$ cat src/rtl/attr_reg_pkg.sv
package attr_reg_pkg;

    // Which access completed at the most recent clock edge.
    typedef enum logic [1:0] {
        ACC_IDLE  = 2'd0,
        ACC_READ  = 2'd1,
        ACC_WRITE = 2'd2,
        ACC_BOTH  = 2'd3
    } acc_state_e;

    // Bus strobe pair, packed as {read, write}.
    typedef struct packed {
        logic rd;
        logic wr;
    } strobe_t;

    function automatic acc_state_e state_for(input strobe_t s);
        acc_state_e r;
        unique case ({s.rd, s.wr})
            2'b00:   r = ACC_IDLE;
            2'b10:   r = ACC_READ;
            2'b01:   r = ACC_WRITE;
            default: r = ACC_BOTH;
        endcase
        return r;
    endfunction

endpackage

$ cat src/rtl/lane_mask_gen.sv
// Expands a per-lane enable into a per-bit mask, gated by an access strobe.
module lane_mask_gen #(
    parameter int DATA_W = 32,
    parameter int LANE_W = 8,
    parameter int LANES  = DATA_W / LANE_W
) (
    input  logic              strobe,
    input  logic [LANES-1:0]  lane_en,
    output logic [DATA_W-1:0] bit_mask
);

    for (genvar k = 0; k < LANES; k++) begin : g_lane
        assign bit_mask[k*LANE_W +: LANE_W] = {LANE_W{strobe & lane_en[k]}};
    end

endmodule

$ cat src/rtl/attr_next_calc.sv
// Computes the next stored word from the current word and this cycle's events.
module attr_next_calc #(
    parameter int                DATA_W    = 32,
    parameter logic [DATA_W-1:0] RO_MASK   = '0,
    parameter logic [DATA_W-1:0] W1C_MASK  = '0,
    parameter logic [DATA_W-1:0] RSVD_MASK = '0,
    parameter logic [DATA_W-1:0] COR_MASK  = '0
) (
    input  logic [DATA_W-1:0] cur,
    input  logic [DATA_W-1:0] wdata,
    input  logic [DATA_W-1:0] wsel,     // enabled write lanes, already gated by wr_en
    input  logic [DATA_W-1:0] rsel,     // enabled read lanes, already gated by rd_en
    input  logic [DATA_W-1:0] hw_set,
    output logic [DATA_W-1:0] nxt
);

    // Effective classes, with priority reserved > read-only > write-1-clear > read-write.
    localparam logic [DATA_W-1:0] LIVE    = ~RSVD_MASK;
    localparam logic [DATA_W-1:0] RO_EFF  = RO_MASK & LIVE;
    localparam logic [DATA_W-1:0] W1C_EFF = W1C_MASK & ~RO_MASK & LIVE;
    localparam logic [DATA_W-1:0] RW_EFF  = LIVE & ~RO_MASK & ~W1C_MASK;
    localparam logic [DATA_W-1:0] COR_EFF = COR_MASK & LIVE;

    logic [DATA_W-1:0] read_clr;
    logic [DATA_W-1:0] after_read;
    logic [DATA_W-1:0] ro_part;
    logic [DATA_W-1:0] w1c_part;
    logic [DATA_W-1:0] rw_part;
    logic [DATA_W-1:0] sw_result;

    always_comb begin
        // Read-side clear first; a write in the same cycle is applied on top of it.
        read_clr   = COR_EFF & rsel;
        after_read = cur & ~read_clr;

        ro_part    = RO_EFF  & after_read;
        w1c_part   = W1C_EFF & after_read & ~(wsel & wdata);
        rw_part    = RW_EFF  & ((wsel & wdata) | (~wsel & after_read));
        sw_result  = ro_part | w1c_part | rw_part;

        // Hardware set wins on live bits; reserved bits hold.
        nxt = (cur & RSVD_MASK) | (LIVE & (sw_result | hw_set));
    end

endmodule

$ cat src/rtl/acc_fsm.sv
// Tracks the access completed at the last edge and drives the completion flags.
module acc_fsm
    import attr_reg_pkg::*;
(
    input  logic clk,
    input  logic rst,
    input  logic rd_en,
    input  logic wr_en,
    output logic rd_valid,
    output logic wr_done
);

    acc_state_e state_q;
    acc_state_e state_d;
    strobe_t    strobes;

    assign strobes = '{rd: rd_en, wr: wr_en};

    always_comb begin
        state_d = state_for(strobes);
    end

    always_ff @(posedge clk) begin
        if (rst) begin
            state_q <= ACC_IDLE;
        end else begin
            state_q <= state_d;
        end
    end

    always_comb begin
        unique case (state_q)
            ACC_IDLE:  begin rd_valid = 1'b0; wr_done = 1'b0; end
            ACC_READ:  begin rd_valid = 1'b1; wr_done = 1'b0; end
            ACC_WRITE: begin rd_valid = 1'b0; wr_done = 1'b1; end
            ACC_BOTH:  begin rd_valid = 1'b1; wr_done = 1'b1; end
            default:   begin rd_valid = 1'b0; wr_done = 1'b0; end
        endcase
    end

endmodule

$ cat src/rtl/attr_ctrl_reg.sv
// Single register with per-bit access attributes.
module attr_ctrl_reg #(
    parameter int                DATA_W    = 32,
    parameter int                LANE_W    = 8,
    parameter logic [DATA_W-1:0] RO_MASK   = 32'h0000_00F0,
    parameter logic [DATA_W-1:0] W1C_MASK  = 32'h0000_FF00,
    parameter logic [DATA_W-1:0] RSVD_MASK = 32'hFF00_0000,
    parameter logic [DATA_W-1:0] COR_MASK  = 32'h00F0_0000,
    parameter logic [DATA_W-1:0] RESET_VAL = 32'h0000_0005
) (
    input  logic                       clk,
    input  logic                       rst,
    input  logic                       rd_en,
    input  logic                       wr_en,
    input  logic [DATA_W/LANE_W-1:0]   lane_en,
    input  logic [DATA_W-1:0]          wdata,
    input  logic [DATA_W-1:0]          hw_set,
    output logic [DATA_W-1:0]          rd_data,
    output logic                       rd_valid,
    output logic                       wr_done,
    output logic [DATA_W-1:0]          wr_value,
    output logic [DATA_W-1:0]          hw_value
);

    localparam int                LANES    = DATA_W / LANE_W;
    localparam logic [DATA_W-1:0] VISIBLE  = ~RSVD_MASK;

    logic [DATA_W-1:0] stored_q;
    logic [DATA_W-1:0] stored_d;
    logic [DATA_W-1:0] rsel;
    logic [DATA_W-1:0] wsel;
    logic [DATA_W-1:0] rd_cap_q;
    logic [DATA_W-1:0] wr_cap_q;

    lane_mask_gen #(.DATA_W(DATA_W), .LANE_W(LANE_W), .LANES(LANES)) u_rd_lanes (
        .strobe   (rd_en),
        .lane_en  (lane_en),
        .bit_mask (rsel)
    );

    lane_mask_gen #(.DATA_W(DATA_W), .LANE_W(LANE_W), .LANES(LANES)) u_wr_lanes (
        .strobe   (wr_en),
        .lane_en  (lane_en),
        .bit_mask (wsel)
    );

    attr_next_calc #(
        .DATA_W    (DATA_W),
        .RO_MASK   (RO_MASK),
        .W1C_MASK  (W1C_MASK),
        .RSVD_MASK (RSVD_MASK),
        .COR_MASK  (COR_MASK)
    ) u_next (
        .cur    (stored_q),
        .wdata  (wdata),
        .wsel   (wsel),
        .rsel   (rsel),
        .hw_set (hw_set),
        .nxt    (stored_d)
    );

    acc_fsm u_fsm (
        .clk      (clk),
        .rst      (rst),
        .rd_en    (rd_en),
        .wr_en    (wr_en),
        .rd_valid (rd_valid),
        .wr_done  (wr_done)
    );

    // Stored word and access captures.
    always_ff @(posedge clk) begin
        if (rst) begin
            stored_q <= RESET_VAL;
            rd_cap_q <= '0;
            wr_cap_q <= '0;
        end else begin
            stored_q <= stored_d;
            if (rd_en) begin
                rd_cap_q <= stored_q & rsel & VISIBLE;
            end
            if (wr_en) begin
                wr_cap_q <= stored_d & wsel & VISIBLE;
            end
        end
    end

    // Output data, qualified by the tracker flags.
    always_comb begin
        rd_data  = rd_valid ? rd_cap_q : '0;
        wr_value = wr_done  ? wr_cap_q : '0;
        hw_value = stored_q;
    end

endmodule

$ cat config.mk
export PLATFORM = sky130hd
export DESIGN_NAME = attr_ctrl_reg
export DESIGN_NICKNAME = d
export VERILOG_FILES = /design/src/rtl/attr_reg_pkg.sv /design/src/rtl/lane_mask_gen.sv /design/src/rtl/attr_next_calc.sv /design/src/rtl/acc_fsm.sv /design/src/rtl/attr_ctrl_reg.sv
export SDC_FILE = /design/constraint.sdc
export NUM_CORES = 1
export LEC_CHECK = 0
export ABC_CLOCK_PERIOD_IN_PS = 1100
export BUFFER_PORTS_ARGS = -buffer_cell sky130_fd_sc_hd__buf_2
export CAP_MARGIN = 15
export CORE_MARGIN = 5
export CORE_UTILIZATION = 49
export CTS_CLUSTER_DIAMETER = 60
export DETAILED_ROUTE_END_ITERATION = 8
export PLACE_DENSITY_LB_ADDON = 0.3
export RECOVER_POWER = 100
export SYNTH_ARGS = -nofsm -noshare
export SYNTH_HDL_FRONTEND = slang
export SYNTH_SLANG_ARGS = --single-unit
$ cat constraint.sdc
create_clock -name clk -period 1.1 [get_ports clk]
set_input_delay 0.055 -clock clk [delete_from_list [all_inputs] [get_ports clk]]
set_output_delay 0.055 -clock clk [all_outputs]
set_load 0.1 [all_outputs]
==> results of run 1 <==
cells by family after synthesis:
| kind of cell | after synthesis | synth area share |
|---|---|---|
| flip-flops | 74 | 0.431 |
| AO/OA/AOI/OAI | 93 | 0.167 |
| other | 1 | 0.00109 |
| buffers and inverters | 60 | 0.117 |
| AND/OR/NAND/NOR | 176 | 0.284 |
sequential cells by signal, summed over array words and instances, names as in the netlist:
signal / flops
rd_cap_q: 24
wr_cap_q: 24
hw_value: 24
u_fsm.state_q: 2
report_power, final:
| part | total, mW | internal (mW) | switching, mW |
|---|---|---|---|
| Sequential | 2.97 | 2.83 | 0.140 |
| Combinational | 2.09 | 0.613 | 1.48 |
| Clock | 2.30 | 1.28 | 1.02 |
| Total | 7.37 | 4.72 | 2.64 |
Yosys cell counts (8+ instances only):
library cell and instances:
sky130_fd_sc_hd__clkbuf_1 8, sky130_fd_sc_hd__o21ai_0 8, sky130_fd_sc_hd__o21ai_2 8, sky130_fd_sc_hd__buf_2 11
sky130_fd_sc_hd__and2_1 50, sky130_fd_sc_hd__dfxtp_1 74, sky130_fd_sc_hd__a21oi_2 8, sky130_fd_sc_hd__inv_1 8
sky130_fd_sc_hd__nand2_1 12, sky130_fd_sc_hd__buf_4 25, sky130_fd_sc_hd__a21oi_1 52, sky130_fd_sc_hd__nand2b_1 24
sky130_fd_sc_hd__nand3_1 18, sky130_fd_sc_hd__nor2b_1 18, sky130_fd_sc_hd__o21ai_1 8, sky130_fd_sc_hd__nor2_1 38
final cells by class:
cell class	count	area (sq um)
clock buffer	10	128
clock inverter	6	91.3
fill	415	1210
inverter	8	30.0
multi-input combinational	293	1720
sequential	74	1510
tap	96	120
timing repair buffer	163	1990
layer usage:
| layer | GRT usage | share of wire | routed length (microns) | vias to the layer above |
|---|---|---|---|---|
| met5 | 0 | 0 | 0 | - |
| met2 | 0.451 | 0.52 | 5740 | 159 |
| met1 | 0.270 | 0.36 | 3990 | 1562 |
| met3 | 0.0593 | 0.078 | 849 | 30 |
| met4 | 0.117 | 0.034 | 369 | 0 |
| li1 | - | - | - | 1567 |
placed cells by master (no fill, tap or decap), types with 3 or more instances in the layout:
cell and count:
sky130_fd_sc_hd__dfxtp_2 13, sky130_fd_sc_hd__and2_4 49, sky130_fd_sc_hd__clkinvlp_4 3, sky130_fd_sc_hd__nor3_1 9, sky130_fd_sc_hd__a211oi_2 3, sky130_fd_sc_hd__nor2b_1 18
sky130_fd_sc_hd__a21oi_1 55, sky130_fd_sc_hd__buf_4 8, sky130_fd_sc_hd__conb_1 24, sky130_fd_sc_hd__buf_2 43, sky130_fd_sc_hd__nand2b_1 24, sky130_fd_sc_hd__buf_6 23
sky130_fd_sc_hd__a21oi_2 5, sky130_fd_sc_hd__nand3_1 18, sky130_fd_sc_hd__inv_1 8, sky130_fd_sc_hd__buf_12 57, sky130_fd_sc_hd__dfxtp_1 59, sky130_fd_sc_hd__dlygate4sd3_1 18
sky130_fd_sc_hd__clkbuf_8 9, sky130_fd_sc_hd__o21ai_1 3, sky130_fd_sc_hd__nor2_1 38, sky130_fd_sc_hd__clkbuf_1 10, sky130_fd_sc_hd__nand2_1 12, sky130_fd_sc_hd__o21ai_2 6
sky130_fd_sc_hd__o21ai_0 15, sky130_fd_sc_hd__o2bb2ai_1 4
what timing repair did:
| action | CTS | global route |
|---|---|---|
| hold endpoints to repair | 23 | 0 |
| pin swaps | 9 | 25 |
| setup endpoints to repair | 50 | 50 |
| buffers inserted | 2 | 0 |
| cloned | 2 | 2 |
| resized for setup | 17 | 5 |
| hold buffers | 18 | 0 |
how the worst max path moves through the flow:
| stage | end | depth (start not counted) |
|---|---|---|
| 3_3_place_gp | wr_value[0] | 3 |
| 2_1_floorplan | rd_data[10] | 2 |
| 4_1_cts | wr_value[2] | 3 |
| 3_5_place_dp | wr_cap_q[13] | 5 |
| 5_1_grt | wr_value[3] | 3 |
| 6_report | wr_value[8] | 3 |
per-stage QoR:
step	utilization	std cells	worst slack, ns	TNS (ns)	area (sq um)
after floorplan	-	427	-0.116	-0.116	3660
after global placement	0.777	610	0.140	0	5280
after detailed placement	0.777	610	0.0664	0	5280
after CTS	0.849	648	-0.216	-8.12	5770
after global routing	0.821	650	-0.232	-10.43	5580
final	0.821	650	-0.195	-8.09	5580
worst reg2reg max path: stages (launching register included):
cell                      delay, ns
sky130_fd_sc_hd__dfxtp_1       0.47
sky130_fd_sc_hd__a21oi_1       0.11
sky130_fd_sc_hd__o21ai_0       0.18
==> impl.org, run 1 <==
** STA
- Unrepaired setup endpoints after global routing :: true
- Tightest slew margin relative to the limit :: 0.562
- Slew Viols, Final :: 0
- Final Hold Viols :: 0
- Worst hold-check slack :: 0.00279 ns
- In the post-route analysis, the smallest setup slack over all paths is -0.195 ns.
- Worst-case clock skew :: ~0.0066 ns
- At the pin with the least slew margin, the transition time is around 0.66 ns.
- Final setup viols :: 52
- Min cycle time layout :: 1.30 ns
- Maximum clock frequency :: slightly below 800 MHz
- Fin crit share :: 1.18

** Setup path
- Largest driver fanout on the critical path :: 6
- The slowest stage of the critical path belongs to the cell sky130_fd_sc_hd__dfxtp_4.
- Source of the worst register-to-register timing path :: hw_value[10]
- The critical path starts at u_fsm.state_q[1].
- Ordered list of cells on the worst path :: clkbuf_16 > and2_4 > buf_12
- Critical path data arrival time :: approximately 1.2 ns
- For this run, the slowest stage of the critical path takes ~0.4 ns.
- STA classifies the critical path startpoint as a flip-flop.
- The worst setup path is captured at an output port.
- Depth of the most critical reg-to-reg path :: 2
- The critical path is of the reg2out type.
- The number of buffers and inverters on the critical path is 2.
- For flop-to-flop paths, the worst setup slack is around 0.26 ns.
- Cell family contributing the most delay on the critical path :: flip-flops
- The worst register-to-register path ends at wr_cap_q[10].
- Data required time at the worst endpoint :: around 1.0 ns

** Logic synthesis
- Counting every instance in the synthesized netlist gives a little over 400.
- The Yosys step of the flow raised 0 warnings.
- Synthesis inferred 74 register bits.
- Averaged over all synthesized cells, the footprint is roughly 8.5 sq um.
- Number of enable-type register cells in the synthesized netlist :: 0
- Top FF cell, synth :: sky130_fd_sc_hd__dfxtp_1
- Share of synthesized area occupied by flip-flops and latches :: 0.431
- Post-synthesis cell area :: about 3400 sq um
- Leading post-synthesis cells by cell area :: sky130_fd_sc_hd__dfxtp_1 43%, sky130_fd_sc_hd__and2_1 9.1%, sky130_fd_sc_hd__a21oi_1 7.6%, sky130_fd_sc_hd__buf_4 5.5%, sky130_fd_sc_hd__nand2b_1 4.4%
- For this run, asynchronously set or reset flops after synthesis account for 0.
- Share of the synthesized area in the top cell type :: 0.431
- The biggest area contributor in the post-synthesis netlist is sky130_fd_sc_hd__dfxtp_1.
- Count of different cell masters after synthesis :: 29

** GRT
- Number of global-route vias before repair :: about 3.5k
- Gr usage total :: 0.249
- Pin count of the biggest net entering global routing :: 42
- The first global-routing pass estimated approximately 17,000 microns of wire.
- Antenna violations before repair :: 0
- Gr ovfl total :: 0

** Layout
- In the final layout, the share of cells above drive strength 1 is 0.424.
- Antenna diode count :: 0
- Area added between synthesis and finish :: 62.4%
- After the last flow step, the layout net total stands at approximately 620.

** Routing
- Post-detailed-route count of antenna-violating nets :: 0
- Iteration-0 DRC count of the detailed router :: about 130
- Total length of routed wires :: 10,900 microns
- Remaining DRCs :: 0
- Routed via count :: between 3k and 4k
- The first TritonRoute pass finished after 5 iterations.
- Dividing the detail-routed wire length by the instance count gives between 15 and 20 microns.
- Vias/cell :: between 5 and 6

** Floorplan
- Die W :: 93.7 microns
- Initial Utilization :: 0.506
- The core region is slightly below 7000 sq um.
- The floorplan has 30 rows.
- Die area :: 8790 sq um
- Num ports :: 170
- Measured along the y axis, the die boundary spans about 94 microns.

** CTS
- TritonCTS built the clock tree.
- CTS Root Cell :: sky130_fd_sc_hd__clkbuf_8
- The H-tree was split into 3 levels.
- Counting the buffers created by CTS gives 9.
- Clock-pin slew was measured on the worst setup and hold paths at roughly 0.080 ns.
- No sink is reached through more buffers than the 2 on the longest clock path.
- The clock net in this run drives a total of 74 sinks.
- For the worst-skew pair, the clock arrives at the later sink with an insertion delay of 0.34 ns.

** Placed design
- Final weighted congestion of routability-driven global placement :: ~0.84
- Buffers placed on the I/O ports in this run total approximately 120.
- Detailed Place HPWL :: between 7000 and 8000 microns

** Outcome
- The flow ran to the end, but the final reports show violations.
- The checks that failed: setup timing.

** Power and ir drop
- Total chip power :: 7.37 mW
- VDD sags by at most ~0.0011 V.
- Dividing total power by cell area gives a power density of ~1300 nW/um^2.
- Summed over all cells, the static leakage comes to about 2.3 nW.

** Worst hold path
- Hold-critical path depth :: 3
- For hold timing, the worst endpoint is hw_value[23].
- Hold Crit Class :: in2reg
- The worst hold path begins at hw_set[23].

** Run
- Reported max-cap violation count :: 0
(Power assumes the default switching activity.)
==> run 2, diff against run 1 <==
==> constraint.sdc (replaced) <==
create_clock -name clk -period 1.1 [get_ports clk]
set_input_delay 0.055 -clock clk [delete_from_list [all_inputs] [get_ports clk]]
set_output_delay 0.055 -clock clk [all_outputs]
set_load 0.02 [all_outputs]
==> run 2 against run 1 <==
The flow still finishes with violations (setup timing); wire length shrank 15%; sequential share of layout area grew 4.3 points; non-clock buffer count shrank 2; critical path type unchanged.
==> impl.org, run 2 (synthesis gave the netlist of run 1 again) <==
** Outcome
- Status :: complete, but fails checks
- The checks that failed: setup timing.

** STA
- Setup violations remaining at the end of the flow were counted as 48.
- Crit path setup slack, layout :: -0.101 ns
- Unrepaired setup endpoints after global routing :: true
- Worst-case clock skew :: between 0.005 and 0.006 ns
- Derived from the worst setup path, the maximum achievable clock frequency is between 800 and 900 MHz.
- Tightest slew margin relative to the limit :: 0.559
- Slew Viols, Final :: 0
- Slew at the pin closest to its max-slew limit :: between 0.6 and 0.7 ns
- Min cycle time layout :: between 1 and 1.5 ns
- Dividing the final minimum period by the clock period gives 1.09.
- The hold violation total from the final report is 0.

** Floorplan
- Area of the placeable core :: just under 7000 sq um
- The die covers between 8000 and 9000 sq um.
- Initial Utilization :: 0.506
- Num ports :: 170
- Die extent in y :: about 94 microns
- The die is 93.7 microns wide.
- The initialized floorplan defines 30 standard-cell rows.

** Power and ir drop
- Highest ir drop seen on vdd :: between 0.0007 and 0.0008 V
- Summed over all cells, the static leakage comes to ~2.1 nW.
- Total chip power :: 5.97 mW
- PD cells :: around 1300 nW/um^2

** Layout
- Count of placed standard cells in the final layout, fillers left out :: 647
- After filler insertion, the fill cell instance count of the layout stands at around 550.
- Most common cell after layout, fill and taps aside :: sky130_fd_sc_hd__dfxtp_1
- The number of antenna diodes in the final layout is 0.
- After the last flow step, the layout net total stands at between 600 and 700.
- In the final layout, the share of cells above drive strength 1 is 0.367.
- At the end of the flow the core is filled with cells to 0.701.
- Area added between synthesis and finish :: 38.6%
- In the layout the commonest cells are 72 x sky130_fd_sc_hd__dfxtp_1, 57 x sky130_fd_sc_hd__a21oi_1, 52 x sky130_fd_sc_hd__buf_6.

** Routing
- Post-detailed-route count of antenna-violating nets :: 0
- Per-cell routed wire length :: around 14 microns
- In the routed design, unresolved DRC markers number 0.
- Vias/cell :: around 4.9
- First-pass DRT Iterations :: 4
- For this block, the via count after detailed routing is ~3.2k.
- Iteration-0 DRC count of the detailed router :: 99
- Summed over all layers, the routed wires come to 9350 microns.

** CTS
- The cell sitting at the root of the clock tree is a sky130_fd_sc_hd__clkbuf_8.
- Clk buf depth :: 2
- For this design, the sink count on the clock tree is 74.
- Clock latency on the worst-skew pair, taken at its later pin, is between 0.3 and 0.4 ns.
- Clock-pin slew on the worst setup and hold paths :: 0.07 ns
- CTS buffer count :: 9
- H-tree depth :: 3
- TritonCTS built the clock tree.

** Setup path
- Among cell families on the critical path, the largest total delay comes from flip-flops.
- Critical Path Start Type :: flip-flop
- Critical path data arrival time :: roughly 1.2 ns
- By startpoint and endpoint, the worst setup path is classified as reg2out.
- Largest driver fanout on the critical path :: 11
- Data required time at the worst endpoint :: around 1.0 ns
- Slowest cell delay on critical path :: 0.37 ns
- Among all stages on the critical path, the largest delay is contributed by sky130_fd_sc_hd__dfxtp_4.
- Counting both buffers and inverters, the worst setup path holds a total of 2.
- CP Capture Type :: output port
- Ordered list of cells on the worst path :: buf_8 > and2_1 > buf_2

** GRT
- In the global route stage, met1 resource usage came out at 0.261.
- Gr usage total :: 0.215
- Global-route layer with the greatest usage :: met2
- Number of global-route vias before repair :: approximately 3.1k
- Pin count of the biggest net entering global routing :: 32
- Antenna violations before repair :: 0
- Global-route met2 utilization :: 0.357
- The first global-routing pass estimated about 15,000 microns of wire.
- Gr ovfl total :: 0
- Met3 Resource Use GR :: 0.0577

** Placed design
- Final weighted congestion of routability-driven global placement :: about 0.80
- Summed over all nets, the half-perimeter wirelength after detailed placement is roughly 6400 microns.
- After detailed placement, the design holds a cell count of about 610.
- Buffers added on ports :: about 120

** Run
- The tool flagged a number of max-cap violations equal to 0.

** Worst hold path
- Hold Crit Class :: in2reg
-- run 2: worst reg2reg max path, delay by kind of cell, from the launching register on --
family          cells  cell delay, ns
flops               1            0.39
compound gates      1            0.26
simple gates        1            0.06
-- run 2: final cells by class --
type	count	area (sq um)	area share
multi-input combinational	293	1690	0.356
sequential	74	1490	0.313
timing repair buffer	161	1240	0.261
clock buffer	12	145	0.0305
tap	96	120	0.0252
clock inverter	3	40.0	0.00841
inverter	8	30.0	0.00631
-- run 2: final timing paths --
| kind | startpoint | end | slack [ns] | cells after the start |
|---|---|---|---|---|
| setup / recovery | u_fsm.state_q[0] | rd_data[16] | -0.10 | 3 |
| hold reg to reg | wr_cap_q[15] | wr_cap_q[15] | 0.46 | 2 |
| setup reg to reg | hw_value[17] | hw_value[17] | 0.30 | 2 |
| hold / removal | wdata[20] | hw_value[20] | 0.01 | 3 |
-- run 2: metrics by stage --
step,hold WS [ns],cell area [sq um],setup WS [ns],setup TNS (ns)
after floorplan,0.157,3520,0.223,0
after global placement,0.276,4010,0.0811,0
after detailed placement,0.284,4010,0.0340,0
after CTS,0.00296,4810,-0.133,-4.62
after global routing,0.0110,4760,-0.141,-5.33
final,0.0105,4760,-0.101,-3.42
-- run 2: report_power, final --
| part | internal [mW] | switching, mW |
|---|---|---|
| combinational | 0.409 | 0.571 |
| sequential | 2.82 | 0.114 |
| clock | 1.09 | 0.957 |
-- run 2: routing by layer --
metal	up-vias	wire length, microns	share of wire
li1	1571	-	-
met1	1513	3840	0.41
met2	97	4650	0.50
met3	14	666	0.071
met4	0	191	0.020
met5	-	0	0
-- run 2: repair_timing --
action | in CTS | in global routing
gates cloned | 3 | 0
endpoints found under the hold margin | 26 | 0
pin swaps | 30 | 6
resized for setup | 135 | 15
hold buffers | 20 | 0
buffers inserted | 0 | 0
endpoints found under the setup margin | 49 | 48
==> run 3, diff against run 2 <==
--- a/config.mk
+++ b/config.mk
@@ -12,7 +12,7 @@
 export CORE_UTILIZATION = 49
 export CTS_CLUSTER_DIAMETER = 60
 export DETAILED_ROUTE_END_ITERATION = 8
-export PLACE_DENSITY_LB_ADDON = 0.3
+export PLACE_DENSITY_LB_ADDON = 0.05
 export RECOVER_POWER = 100
 export SYNTH_ARGS = -nofsm -noshare
 export SYNTH_HDL_FRONTEND = slang
==> run 3 against run 2 <==
Critical path depth is the same; register-to-register slack improved by 0.02 ns; total power increased by 9.6%; largest power group unchanged; maximum frequency grew 0.43%; the run still ends with setup timing left; largest cell class unchanged; final area increased by 2.3%; sequential power hardly changed; critical endpoint is now wr_value[17].
==> impl.org, run 3 (synthesis gave the netlist of run 1 again) <==
** Routing
- Across all layers, the routed design uses around 3.1k vias.
- First-pass DRT Iterations :: 4
- Per-cell routed wire length :: 14.4 microns
- Vias/cell :: 4.86
- Total length of routed wires :: about 9300 microns
- Post-detailed-route count of antenna-violating nets :: 0
- Iteration-0 DRC count of the detailed router :: a little under 90
- Remaining DRCs :: 0

** Floorplan
- Cell row count :: 30
- The floorplan step set the die height to about 94 microns.
- Initial Utilization :: 0.506
- The core region is just under 7000 sq um.
- Num ports :: 170
- The die covers between 8000 and 9000 sq um.
- Die W :: between 90 and 100 microns

** Setup path
- Source of the worst register-to-register timing path :: hw_value[6]
- Among all stages on the critical path, the largest delay is contributed by sky130_fd_sc_hd__dfxtp_4.
- Counting cells, the worst reg-to-reg path comes to 2.
- By startpoint and endpoint, the worst setup path is classified as reg2out.
- At the worst endpoint, the required time is around 1.0 ns.
- Slowest cell delay on critical path :: around 0.40 ns
- Critical Path Start Type :: flip-flop
- STA puts the critical path data arrival time at ~1.1 ns.
- Cell family contributing the most delay on the critical path :: flip-flops
- The signal on the critical path passes through buf_8 > and2_4 > buf_6.
- The critical path contains buffers and inverters numbering 2 combined.
- The worst setup path is captured at an output port.
- R2r setup slk :: 0.32 ns
- The endpoint identified for the worst register-to-register timing path is wr_cap_q[6].
- Largest driver fanout on the critical path :: 8

** STA
- Dividing the final minimum period by the clock period gives 1.09.
- Headroom to the max-slew limit came out at 0.419.
- Final setup viols :: 48
- Total negative setup slack :: -3.03 ns
- Across the routed clock network, the largest skew measured is between 0.001 and 0.0015 ns.
- Derived from the worst setup path, the maximum achievable clock frequency is about 840 MHz.
- The hold violation total from the final report came to 0.
- Slew at the pin closest to its max-slew limit :: just under 0.9 ns
- Worst hold-check slack :: 0.00592 ns
- Counting I/O delays and the setup requirement, the final critical path takes approximately 1.2 ns.
- The number of max-slew violations in the final report came to 0.
- Unrepaired setup endpoints after global routing :: true
- Crit path setup slack, layout :: -0.0957 ns

** Layout
- Most common cell after layout, fill and taps aside :: sky130_fd_sc_hd__dfxtp_1
- The finished cells cover 4870 sq um.
- The final layout contains 618 nets.
- Antenna diode count :: 0
- The library cells used most frequently in the layout, excluding fill and tap cells, are 72 x sky130_fd_sc_hd__dfxtp_1, 55 x sky130_fd_sc_hd__buf_6, 52 x sky130_fd_sc_hd__a21oi_1.
- Of the cells placed in the final design, the portion with a size suffix greater than 1 is 0.372.
- Compared with the post-synthesis result, the final layout area differs by 41.7%.

** GRT
- For this run, the total global-route usage over all layers was measured as 0.208.
- Global-route wire length before repair :: ~15,000 microns
- Number of global-route vias before repair :: 3,079
- Summed over all layers, the global routing overflow is 0.
- Pin count of the biggest net entering global routing :: 35
- The initial antenna violation count was 0.

** CTS
- Clock-pin slew on the worst setup and hold paths :: approximately 0.08 ns
- Clock sink total :: 74
- Clock Latency Late Sink :: 0.33 ns
- In this run, CTS created clock tree buffers numbering 9.
- TritonCTS built the clock tree.
- Clk buf depth :: 2
- The tree is rooted in a sky130_fd_sc_hd__clkbuf_8.
- H-tree depth :: 3

** Placed design
- Area post-placement :: around 4000 sq um
- Buffers added on ports :: between 100 and 150
- Detailed Place HPWL :: 6220 microns
- Before CTS, the worst setup slack after placement is around 0.042 ns.
- The congestion estimate from routability-driven global placement came to between 0.8 and 0.9.

** Worst hold path
- Hold Crit Class :: in2reg
- Counting instances, the worst hold path has a depth of 3.
- Sink of the worst hold path :: hw_value[21]
- The startpoint identified for the worst hold timing path is wdata[21].

** Power and ir drop
- The analysis attributes to cell leakage a power of around 2.1 nW.
- PD cells :: about 1300 nW/um^2
- Highest ir drop seen on vdd :: around 0.00094 V
- The design draws between 6 and 7 mW.

** Outcome
- Violations in the final reports :: setup timing
- Status :: complete, but fails checks

** Run
- Reported max-cap violation count :: 0
[run 3: through the flow]
step	utilization	cells
floorplan	-	427
global placement	0.589	608
detailed placement	0.589	608
CTS	0.727	647
global route	0.717	647
finish	0.717	647
[run 3: what timing repair did]
item | CTS | global route
pin swaps | 46 | 2
resized for setup | 162 | 1
gates cloned | 4 | 0
hold buffers | 19 | 0
hold endpoints to repair | 23 | 0
endpoints found under the setup margin | 49 | 50
buffers inserted | 0 | 0
[run 3: how the worst max path moves through the flow]
stage                startpoint            to  depth (start not counted)
3_3_place_gp              wr_en  hw_value[17]                          4
2_1_floorplan  u_fsm.state_q[0]   rd_data[10]                          2
6_report       u_fsm.state_q[1]  wr_value[17]                          3
3_5_place_dp              wr_en  wr_cap_q[17]                          4
4_1_cts        u_fsm.state_q[1]  wr_value[19]                          3
5_1_grt        u_fsm.state_q[1]   wr_value[4]                          3
[run 3: power breakdown]
group / leakage (nW) / switching [mW] / total (mW) / internal [mW]
Clock: 0.123 / 0.985 / 2.62 / 1.63
Sequential: 0.611 / 0.114 / 2.94 / 2.82
Combinational: 1.39 / 0.576 / 0.988 / 0.412
Total: 2.12 / 1.68 / 6.54 / 4.87
[run 3: layer usage]
| layer | vias up | wire length, microns | track usage | share of wire |
|---|---|---|---|---|
| met2 | 114 | 4510 | 0.365 | 0.48 |
| met5 | - | 0 | 0 | 0 |
| met3 | 20 | 627 | 0.0385 | 0.067 |
| met4 | 0 | 220 | 0.0794 | 0.024 |
| met1 | 1452 | 3990 | 0.250 | 0.43 |
| li1 | 1557 | - | - | - |
[run 3: area by class of cell]
type,instances,area (sq um)
timing repair buffer,160,1260
tap,96,120
inverter,8,30.0
multi-input combinational,293,1720
sequential,74,1490
clock buffer,12,155
fill,531,1920
clock inverter,4,97.6
[run 3: tightest hold or removal path: cells and delay by family]
family	cells	cell delay (ns)
AO/OA/AOI/OAI	2	0.16
buffers and inverters	1	0.08
